==> src/rtl/cexp_pkg.sv <==
package cexp_pkg;
  localparam int PIX_PER_BYTE = 8;
  localparam int IDX_W = $clog2(PIX_PER_BYTE);
  localparam int COLOUR_REGS = 4;

  localparam logic [2:0] WMODE_TRANSP = 3'd4;
  localparam logic [2:0] WMODE_OPAQUE = 3'd5;

  typedef enum logic [1:0] {
    CS_IDLE   = 2'd0,
    CS_EXPAND = 2'd1,
    CS_PLAIN  = 2'd2
  } ctlState_t;

  typedef struct packed {
    logic             load;      // capture byte and context
    logic             emitPix;   // expansion pixel this cycle
    logic             emitPlain; // single plain byte this cycle
    logic [IDX_W-1:0] pixIdx;    // pixel position within the run
  } ctlStrobe_t;
endpackage

==> src/rtl/cexp_ctl.sv <==
module cexp_ctl
  import cexp_pkg::*;
(
  input  logic       clk,
  input  logic       rstN,
  input  logic       cpuWr,
  input  logic [2:0] writeMode,
  input  logic       expandEn,
  output ctlStrobe_t strobe,
  output logic       busy
);
  ctlState_t        state, stateNxt;
  logic [IDX_W-1:0] cnt;
  logic             accept, expandHit, lastPix;

  always_comb begin
    accept    = cpuWr && (state == CS_IDLE);
    expandHit = expandEn && ((writeMode == WMODE_TRANSP) || (writeMode == WMODE_OPAQUE));
    lastPix   = (cnt == IDX_W'(PIX_PER_BYTE - 1));
    stateNxt  = state;
    case (state)
      CS_IDLE:   if (accept) stateNxt = expandHit ? CS_EXPAND : CS_PLAIN;
      CS_EXPAND: if (lastPix) stateNxt = CS_IDLE;
      CS_PLAIN:  stateNxt = CS_IDLE;
      default:   stateNxt = CS_IDLE;
    endcase
  end

  always_ff @(posedge clk or negedge rstN) begin
    if (!rstN) begin
      state <= CS_IDLE;
      cnt   <= '0;
    end else begin
      state <= stateNxt;
      if (state == CS_EXPAND && !lastPix) cnt <= cnt + 1'b1;
      else                                cnt <= '0;
    end
  end

  always_comb begin
    strobe.load      = accept;
    strobe.emitPix   = (state == CS_EXPAND);
    strobe.emitPlain = (state == CS_PLAIN);
    strobe.pixIdx    = cnt;
    busy             = (state != CS_IDLE);
  end
endmodule

==> src/rtl/cexp_dp.sv <==
module cexp_dp
  import cexp_pkg::*;
#(
  parameter int ADDR_W = 22
) (
  input  logic              clk,
  input  logic              rstN,
  input  ctlStrobe_t        strobe,
  input  logic [7:0]        cpuData,
  input  logic [2:0]        writeMode,
  input  logic              pixWide,
  input  logic [ADDR_W-1:0] baseAddr,
  input  logic              regWr,
  input  logic [1:0]        regSel,
  input  logic [7:0]        regWrData,
  input  logic [1:0]        regRdSel,
  output logic [7:0]        regRdData,
  output logic              memWe,
  output logic [ADDR_W-1:0] memAddr,
  output logic [15:0]       memData,
  output logic [1:0]        memBe
);
  localparam int OFF_W = IDX_W + 1;

  logic [7:0]        colourReg [COLOUR_REGS];
  logic [15:0]       fgQ, bgQ;
  logic              opaqueQ, wideQ;
  logic [ADDR_W-1:0] baseQ;
  logic [7:0]        shiftQ;
  logic              curBit;
  logic [OFF_W-1:0]  pixOff;

  for (genvar g = 0; g < COLOUR_REGS; g++) begin : g_creg
    always_ff @(posedge clk or negedge rstN) begin
      if (!rstN)                               colourReg[g] <= '0;
      else if (regWr && (regSel == 2'(g)))     colourReg[g] <= regWrData;
    end
  end

  // Low-byte registers show only their low nibble on readback
  always_comb begin
    if (regRdSel[1]) regRdData = colourReg[regRdSel];
    else             regRdData = {4'h0, colourReg[regRdSel][3:0]};
  end

  always_ff @(posedge clk or negedge rstN) begin
    if (!rstN) begin
      fgQ     <= '0;
      bgQ     <= '0;
      opaqueQ <= 1'b0;
      wideQ   <= 1'b0;
      baseQ   <= '0;
      shiftQ  <= '0;
    end else if (strobe.load) begin
      fgQ     <= {colourReg[3], colourReg[1]};
      bgQ     <= {colourReg[2], colourReg[0]};
      opaqueQ <= (writeMode == WMODE_OPAQUE);
      wideQ   <= pixWide;
      baseQ   <= baseAddr;
      shiftQ  <= cpuData;
    end else if (strobe.emitPix) begin
      shiftQ  <= {shiftQ[6:0], 1'b0};
    end
  end

  always_comb begin
    curBit  = shiftQ[7];
    pixOff  = wideQ ? {strobe.pixIdx, 1'b0} : {1'b0, strobe.pixIdx};
    memAddr = baseQ + ADDR_W'(pixOff);
    memWe   = strobe.emitPlain | (strobe.emitPix & (curBit | opaqueQ));
    if (strobe.emitPix) memData = curBit ? fgQ : bgQ;
    else                memData = {8'h00, shiftQ};
    memBe   = (strobe.emitPix && wideQ) ? 2'b11 : 2'b01;
  end
endmodule

==> src/rtl/cexp_writer.sv <==
module cexp_writer
  import cexp_pkg::*;
#(
  parameter int ADDR_W = 22
) (
  input  logic              clk,
  input  logic              rstN,
  input  logic              cpuWr,
  input  logic [7:0]        cpuData,
  input  logic [2:0]        writeMode,
  input  logic              expandEn,
  input  logic              pixWide,
  input  logic [ADDR_W-1:0] baseAddr,
  input  logic              regWr,
  input  logic [1:0]        regSel,
  input  logic [7:0]        regWrData,
  input  logic [1:0]        regRdSel,
  output logic [7:0]        regRdData,
  output logic              busy,
  output logic              memWe,
  output logic [ADDR_W-1:0] memAddr,
  output logic [15:0]       memData,
  output logic [1:0]        memBe
);
  ctlStrobe_t strobe;

  cexp_ctl u_ctl (
    .clk(clk), .rstN(rstN), .cpuWr(cpuWr), .writeMode(writeMode),
    .expandEn(expandEn), .strobe(strobe), .busy(busy)
  );

  cexp_dp #(.ADDR_W(ADDR_W)) u_dp (
    .clk(clk), .rstN(rstN), .strobe(strobe), .cpuData(cpuData),
    .writeMode(writeMode), .pixWide(pixWide), .baseAddr(baseAddr),
    .regWr(regWr), .regSel(regSel), .regWrData(regWrData),
    .regRdSel(regRdSel), .regRdData(regRdData), .memWe(memWe),
    .memAddr(memAddr), .memData(memData), .memBe(memBe)
  );
endmodule

==> config.mk <==
export PLATFORM = sky130hd
export DESIGN_NAME = cexp_writer
export DESIGN_NICKNAME = d
export VERILOG_FILES = /design/src/rtl/cexp_pkg.sv /design/src/rtl/cexp_ctl.sv /design/src/rtl/cexp_dp.sv /design/src/rtl/cexp_writer.sv
export SDC_FILE = /design/constraint.sdc
export NUM_CORES = 1
export LEC_CHECK = 0
export CORE_MARGIN = 4
export CORE_UTILIZATION = 59
export CTS_BUF_LIST = sky130_fd_sc_hd__clkbuf_4
export DETAILED_ROUTE_END_ITERATION = 10
export DONT_BUFFER_PORTS = 1
export GPL_TIMING_DRIVEN = 0
export PLACE_DENSITY = 0.83
export SLEW_MARGIN = 20
export SYNTH_ARGS = -nofsm -noshare
export SYNTH_HDL_FRONTEND = slang
export SYNTH_SLANG_ARGS = --single-unit
==> constraint.sdc <==
create_clock -name clk -period 2.37 [get_ports clk]
set_input_delay 0.3555 -clock clk [delete_from_list [all_inputs] [get_ports clk]]
set_output_delay 0.3555 -clock clk [all_outputs]
set_load 0.03 [all_outputs]
Yosys cells after proc, flatten, opt, wreduce, memory -nomap -nowiden --
Index checks and enable logic that the tools add are counted. Widths: inputs -> output; s select.
Operators by class: add/subtract/negate cells 2, magnitude comparators 1, equal/unequal tests 10, mux-type cells 15, bitwise logic cells 4, reduce and logical (&&, ||, !) cells 15
Operators by type and width (count):
- $mux 8 | 5
- $mux 16 | 2
- $add 22x4->22 | 1
- $bmux 8 s2 | 1
- $eq 3x3->1 const B | 3
- $logic_and 1x1->1 | 8
- $mux 2 | 4
- $eq 2x2->1 const B | 3
- $eq 2x1->1 const B | 2
- $logic_not 2->1 | 2
- $mux 4 | 1
- $pmux 2 s2 | 1
- $reduce_bool 2->1 | 2
- $add 3x1->3 const B | 1
- $ge 3x3->1 const B | 1
- $mux 3 | 1
- $not 2->3 | 1
- $ne 2x1->1 const B | 1
- $ne 2x2->1 const B | 1
- $or 1x1->1 | 2
- $reduce_and 2->1 | 1
- $and 1x1->1 | 1
- $logic_not 1->1 | 1
- $logic_or 1x1->1 | 1
Storage, ports and cells: bits in registers 101, bits of input ports 51

Logic depth before layout (Yosys ltp) --
depth in word-level cells 6, depth in mapped cells 8, mapped depth without buffers 8

By module --
Synthesis repeated with hierarchy kept, for this count alone.
Second synthesis, totals: cells, all modules 381, area total of the unflattened synthesis 4933.5 µm²
Modules (own cells, without submodules):
- cexp_dp | instances 1, cells each 361, area an instance 4687.0 µm²
- cexp_ctl | instances 1, cells each 20, area an instance 246.5 µm²

Worst setup path before layout --
OpenSTA, ideal clock, no wires.
path kind register to output, from reg u_dp.wideQ, to out memAddr[6], data arrival time 2282 ps, required time 2014 ps, slack -267 ps, cell stages (with the launch flop) 9, path through dfrtp_1 > nor2b_1 > ha_1 > inv_1 > fa_1 > nand2b_1 > a21oi_2 > and3_1 > xor2_1
Between the ends: cells in the longest elaborated chain, start to end 2
Ends and longest elaborated chain:
- start: declaration | line cexp_dp.sv:27 | logic opaqueQ, wideQ;
- start signal: assignment | line cexp_dp.sv:58 | wideQ <= pixWide;
- $mux 4 | line cexp_dp.sv:68 | pixOff = wideQ ? {strobe.pixIdx, 1'b0} : {1'b0, strobe.pixIdx};
- $add 22x4->22 | line cexp_dp.sv:69 | memAddr = baseQ + ADDR_W'(pixOff);
- end: declaration | line cexp_writer.sv:21 | output logic [ADDR_W-1:0] memAddr,
Every way passes these cells.

Final worst setup path --
Ends and elaborated chain as after synthesis.

==> metrics.cfg <==
[timing]
rsz0062_at_grt = true
finalHoldViolCount = 101
timing.final.crit_period_ns = 3.03
actual_transition_at_the_worst_max_transition_pin_ns = 0.837
holdWs_ns = -0.429
timing.final.max_slew_violations = 0
setup_violations = 20
postLayoutSetupSlackWorst_ns = -0.658
peak_clock_frequency_supported_by_timing_mhz = 330
fin_worst_skew_ns = 0.0146
fraction_of_the_cycle_the_final_worst_path_needs = 1.28
max-slew-margin-rel = 0.439

[worst_hold_path]
hold_class = in2async

[final_layout]
register_area_um2 = 2530
ant_diodes = 0
multi_input_comb_area_um2 = 2800
n_fill_cell = 485
design.final.nets = 475
share_of_cells_above_drive_strength_1 = 0.502
syn_to_final_growth_pct = 24.7

[routing]
firstDrtPassIters = 4
drc = 0
drtAntennaViolNets = 0
number_of_design_rule_violations_left_by_the_first_detailed_router_iteration = 133
dr_total_vias = 3149
route.final.wire_length_um = 11700
route.detailed.vias_per_inst = 6.01
average_detailed_routed_wire_length_per_instance_um = 22.3

[placed_design]
numPortBuffers = 0
hpwl_um = 7260
place_congestion = 0.802
detailedPlace.worstSlack_ns = -0.347

[cts]
clock_input_transition_at_the_sequential_cells_of_the_worst_setup_and_hold_paths_ns = 0.17
cts_root_buffer = sky130_fd_sc_hd__clkbuf_4
cts_max_level = 3
cts_buffers = 9
cts.path.max_buffers = 2
worstSkewPairLatency_ns = 0.46
clkSinkCount = 101
tritoncts = yes

[worst_setup_path]
slowest_delay_ns = 0.47
worstPathBufferInverterCount = 3
timing.critical_path.slowest_stage_cell = sky130_fd_sc_hd__dfrtp_2
critPathArrivalTime_ns = 2.67
crit_path_cells = buf_6 > mux2_4 > ha_4 > buf_6 > nand2b_4 > a21oi_4 > buf_4 > and3_4 > xor2_4
critical_path.max_fanout = 5
timing.critical_path.from_type = register
worst_path_dominant_cell_family = flip-flops
r2r-end = u_dp.bgQ[12]$_DFFE_PN0P_
worst_ep_required_time_ns = 2.01
critPathCaptureType = primary output
cp_common_cell = sky130_fd_sc_hd__buf_6
critPathKind = reg2out
reg2reg_depth = 5
critical_path.reg2reg.startpoint = u_ctl.state[0]$_DFFE_PN0P_
worst-r2r-setup-slack_ns = 0.44

[logic_synthesis]
ys_async_sr_fraction = 1.00
synth_largest_type_area_fraction = 0.523
synthesis.area_um2 = 4830
edff_count_synth = 0
synth_sequential_area_ratio = 0.523
dominantRegCellSynth = sky130_fd_sc_hd__dfrtp_1
synth-warning-count = 0
synth.area.top_cells = sky130_fd_sc_hd__dfrtp_1, sky130_fd_sc_hd__mux2_2, sky130_fd_sc_hd__mux2i_1
ys_seq_elements = 101
synth_top_area_cell = sky130_fd_sc_hd__dfrtp_1
synth_area_per_cell_um2 = 12.8
netlist-cell-type-count = 39
synthCells = 378
synth_nets = 436

[power_and_ir_drop]
comb_power_share = 0.390
power_frac_clock = 0.158
p_sw_uw = 2380
switching_share = 0.396
internal_power_uw = 3630
total_power_consumption_uw = 6020
pwr_density_cell_nw_per_um2 = 999
seqPwrFrac = 0.452
peakVddDrop_uv = 555
leakage_uw = 0.00257

[floorplan]
start_util = 0.616
die-area_um2 = 9700
io_pins = 101
core.rowCount = 32
die_w_um = 98.5
core_um2 = 7850
die_ht_um = 98.5

[grt]
grt_antenna_before_repair = 0
global_route.overflow_total = 0
grt_first_pass_wirelength_um = 18800
number_of_global_route_vias_before_repair = 3493
global_route.usage.total = 0.250
largest_net_degree_at_the_start_of_global_routing = 102

[job]
drv_cap = 0

[run_status]
run_status = complete, but fails checks
violations = negative hold slack, negative setup slack

-- placed cells by master, fill, tap and decap left out, types with 3 or more instances in the layout --
| cell type | netlist | routed |
|---|---|---|
| sky130_fd_sc_hd__dlygate4sd3_1 | 0 | 10 |
| sky130_fd_sc_hd__buf_4 | 2 | 11 |
| sky130_fd_sc_hd__nand2_1 | 23 | 20 |
| sky130_fd_sc_hd__nand2_4 | 0 | 3 |
| sky130_fd_sc_hd__inv_1 | 8 | 6 |
| sky130_fd_sc_hd__buf_2 | 7 | 6 |
| sky130_fd_sc_hd__nand3_1 | 13 | 7 |
| sky130_fd_sc_hd__nor2_2 | 1 | 11 |
| sky130_fd_sc_hd__mux2_2 | 87 | 86 |
| sky130_fd_sc_hd__mux2i_1 | 20 | 19 |
| sky130_fd_sc_hd__o21ai_2 | 0 | 10 |
| sky130_fd_sc_hd__dfrtp_1 | 101 | 100 |
| sky130_fd_sc_hd__xnor2_4 | 0 | 18 |
| sky130_fd_sc_hd__nand4_1 | 4 | 4 |
| sky130_fd_sc_hd__a21oi_4 | 0 | 3 |
| sky130_fd_sc_hd__a21boi_0 | 6 | 6 |
| sky130_fd_sc_hd__clkbuf_4 | 0 | 11 |
| sky130_fd_sc_hd__o21ai_0 | 23 | 13 |
| sky130_fd_sc_hd__nand3_4 | 0 | 4 |
| sky130_fd_sc_hd__nor2b_1 | 7 | 6 |
| sky130_fd_sc_hd__mux4_2 | 4 | 4 |
| sky130_fd_sc_hd__buf_6 | 3 | 10 |
| sky130_fd_sc_hd__and2_1 | 3 | 3 |
-- synthesized netlist by cell type, types with 6 or more instances --
cell,number
sky130_fd_sc_hd__dfrtp_1,101
sky130_fd_sc_hd__nor2_1,12
sky130_fd_sc_hd__nor2b_1,7
sky130_fd_sc_hd__ha_1,6
sky130_fd_sc_hd__mux2i_1,20
sky130_fd_sc_hd__o21ai_0,23
sky130_fd_sc_hd__nand3_1,13
sky130_fd_sc_hd__xnor2_1,18
sky130_fd_sc_hd__buf_2,7
sky130_fd_sc_hd__inv_1,8
sky130_fd_sc_hd__mux2_2,87
sky130_fd_sc_hd__nand2_1,23
sky130_fd_sc_hd__a21boi_0,6
-- metal layers --
| metal | wire length (µm) | track usage | vias up |
|---|---|---|---|
| li1 | - | - | 1416 |
| met1 | 4780 | 0.310 | 1618 |
| met2 | 6100 | 0.425 | 94 |
| met3 | 572 | 0.0701 | 21 |
| met4 | 244 | 0.0809 | 0 |
| met5 | 0 | 0 | - |
-- worst reg2reg max path, cell delays in order (launching register included) --
cell and delay, ns:
sky130_fd_sc_hd__dfrtp_1 0.45, sky130_fd_sc_hd__or2_1 0.40, sky130_fd_sc_hd__nor2_2 0.20, sky130_fd_sc_hd__buf_4 0.24, sky130_fd_sc_hd__buf_6 0.20, sky130_fd_sc_hd__mux2_2 0.36
-- metrics by stage --
step	util	instance area (µm²)	hold slack [ns]	setup TNS (ns)	instances
after floorplan	-	5020	0.0599	-0.284	378
after global placement	0.656	5150	0.0638	-3.46	480
after detailed placement	0.656	5150	0.0636	-4.69	480
after CTS	0.747	5860	-0.457	-10.09	513
after global routing	0.768	6020	-0.478	-12.53	524
final	0.768	6020	-0.429	-10.60	524
-- power groups by stage --
| stage | registers (µW) | clock network [µW] | logic (µW) |
|---|---|---|---|
| floorplan | 2570 | 0 | 1700 |
| CTS | 2690 | 958 | 2280 |
| global route | 2790 | 1040 | 2490 |
| detailed placement | 2680 | 0 | 1960 |
| finish | 2720 | 952 | 2350 |
| global placement | 2650 | 0 | 1900 |
-- sequential cells by signal, indices dropped and copies added, names as in the netlist --
| name | cells |
|---|---|
| u_dp.baseQ | 22 |
| u_dp.bgQ | 16 |
| u_dp.opaqueQ | 1 |
| u_dp.shiftQ | 8 |
| u_dp.colourReg | 32 |
| u_ctl.cnt | 3 |
| u_dp.wideQ | 1 |
| u_dp.fgQ | 16 |
| u_ctl.state | 2 |
-- worst max-delay path by stage --
stage                                 startpoint          end  slack [ns]  cells past startpoint
final                     u_dp.wideQ$_DFFE_PN0P_   memAddr[6]       -0.66                      9
after global routing      u_dp.wideQ$_DFFE_PN0P_  memAddr[14]       -0.76                      8
after CTS                 u_dp.wideQ$_DFFE_PN0P_  memAddr[18]       -0.64                      8
after detailed placement  u_dp.wideQ$_DFFE_PN0P_  memAddr[20]       -0.35                      8
after global placement    u_dp.wideQ$_DFFE_PN0P_  memAddr[20]       -0.28                      8
after floorplan           u_dp.wideQ$_DFFE_PN0P_  memAddr[20]       -0.08                      8
-- timing repair --
action / CTS / global route
pin swaps: 21 / 18
cloned: 1 / 0
hold buffers: 1 / 9
endpoints found under the setup margin: 38 / 33
buffers inserted: 15 / 4
resized for setup: 86 / 15
hold endpoints to repair: 102 / 115
-- logic make-up after synthesis --
kind of cell,count (synthesis),synth area share
AO/OA/AOI/OAI,36,0.0445
XOR/XNOR,20,0.0363
adder cells (fa/ha/maj),7,0.0197
buffers and inverters,24,0.0267
flip-flops,101,0.523
multiplexers,111,0.263
other,1,0.000776
AND/OR/NAND/NOR,78,0.0862
-- cell type report --
| cell class | instances | share of cell area |
|---|---|---|
| multi-input combinational | 254 | 0.465 |
| clock inverter | 7 | 0.0135 |
| sequential | 101 | 0.420 |
| timing repair buffer | 28 | 0.0467 |
| tap | 102 | 0.0212 |
| clock buffer | 9 | 0.0112 |
| inverter | 8 | 0.00499 |
| buffer | 15 | 0.0172 |
Power figures use the tool's default switching activity.
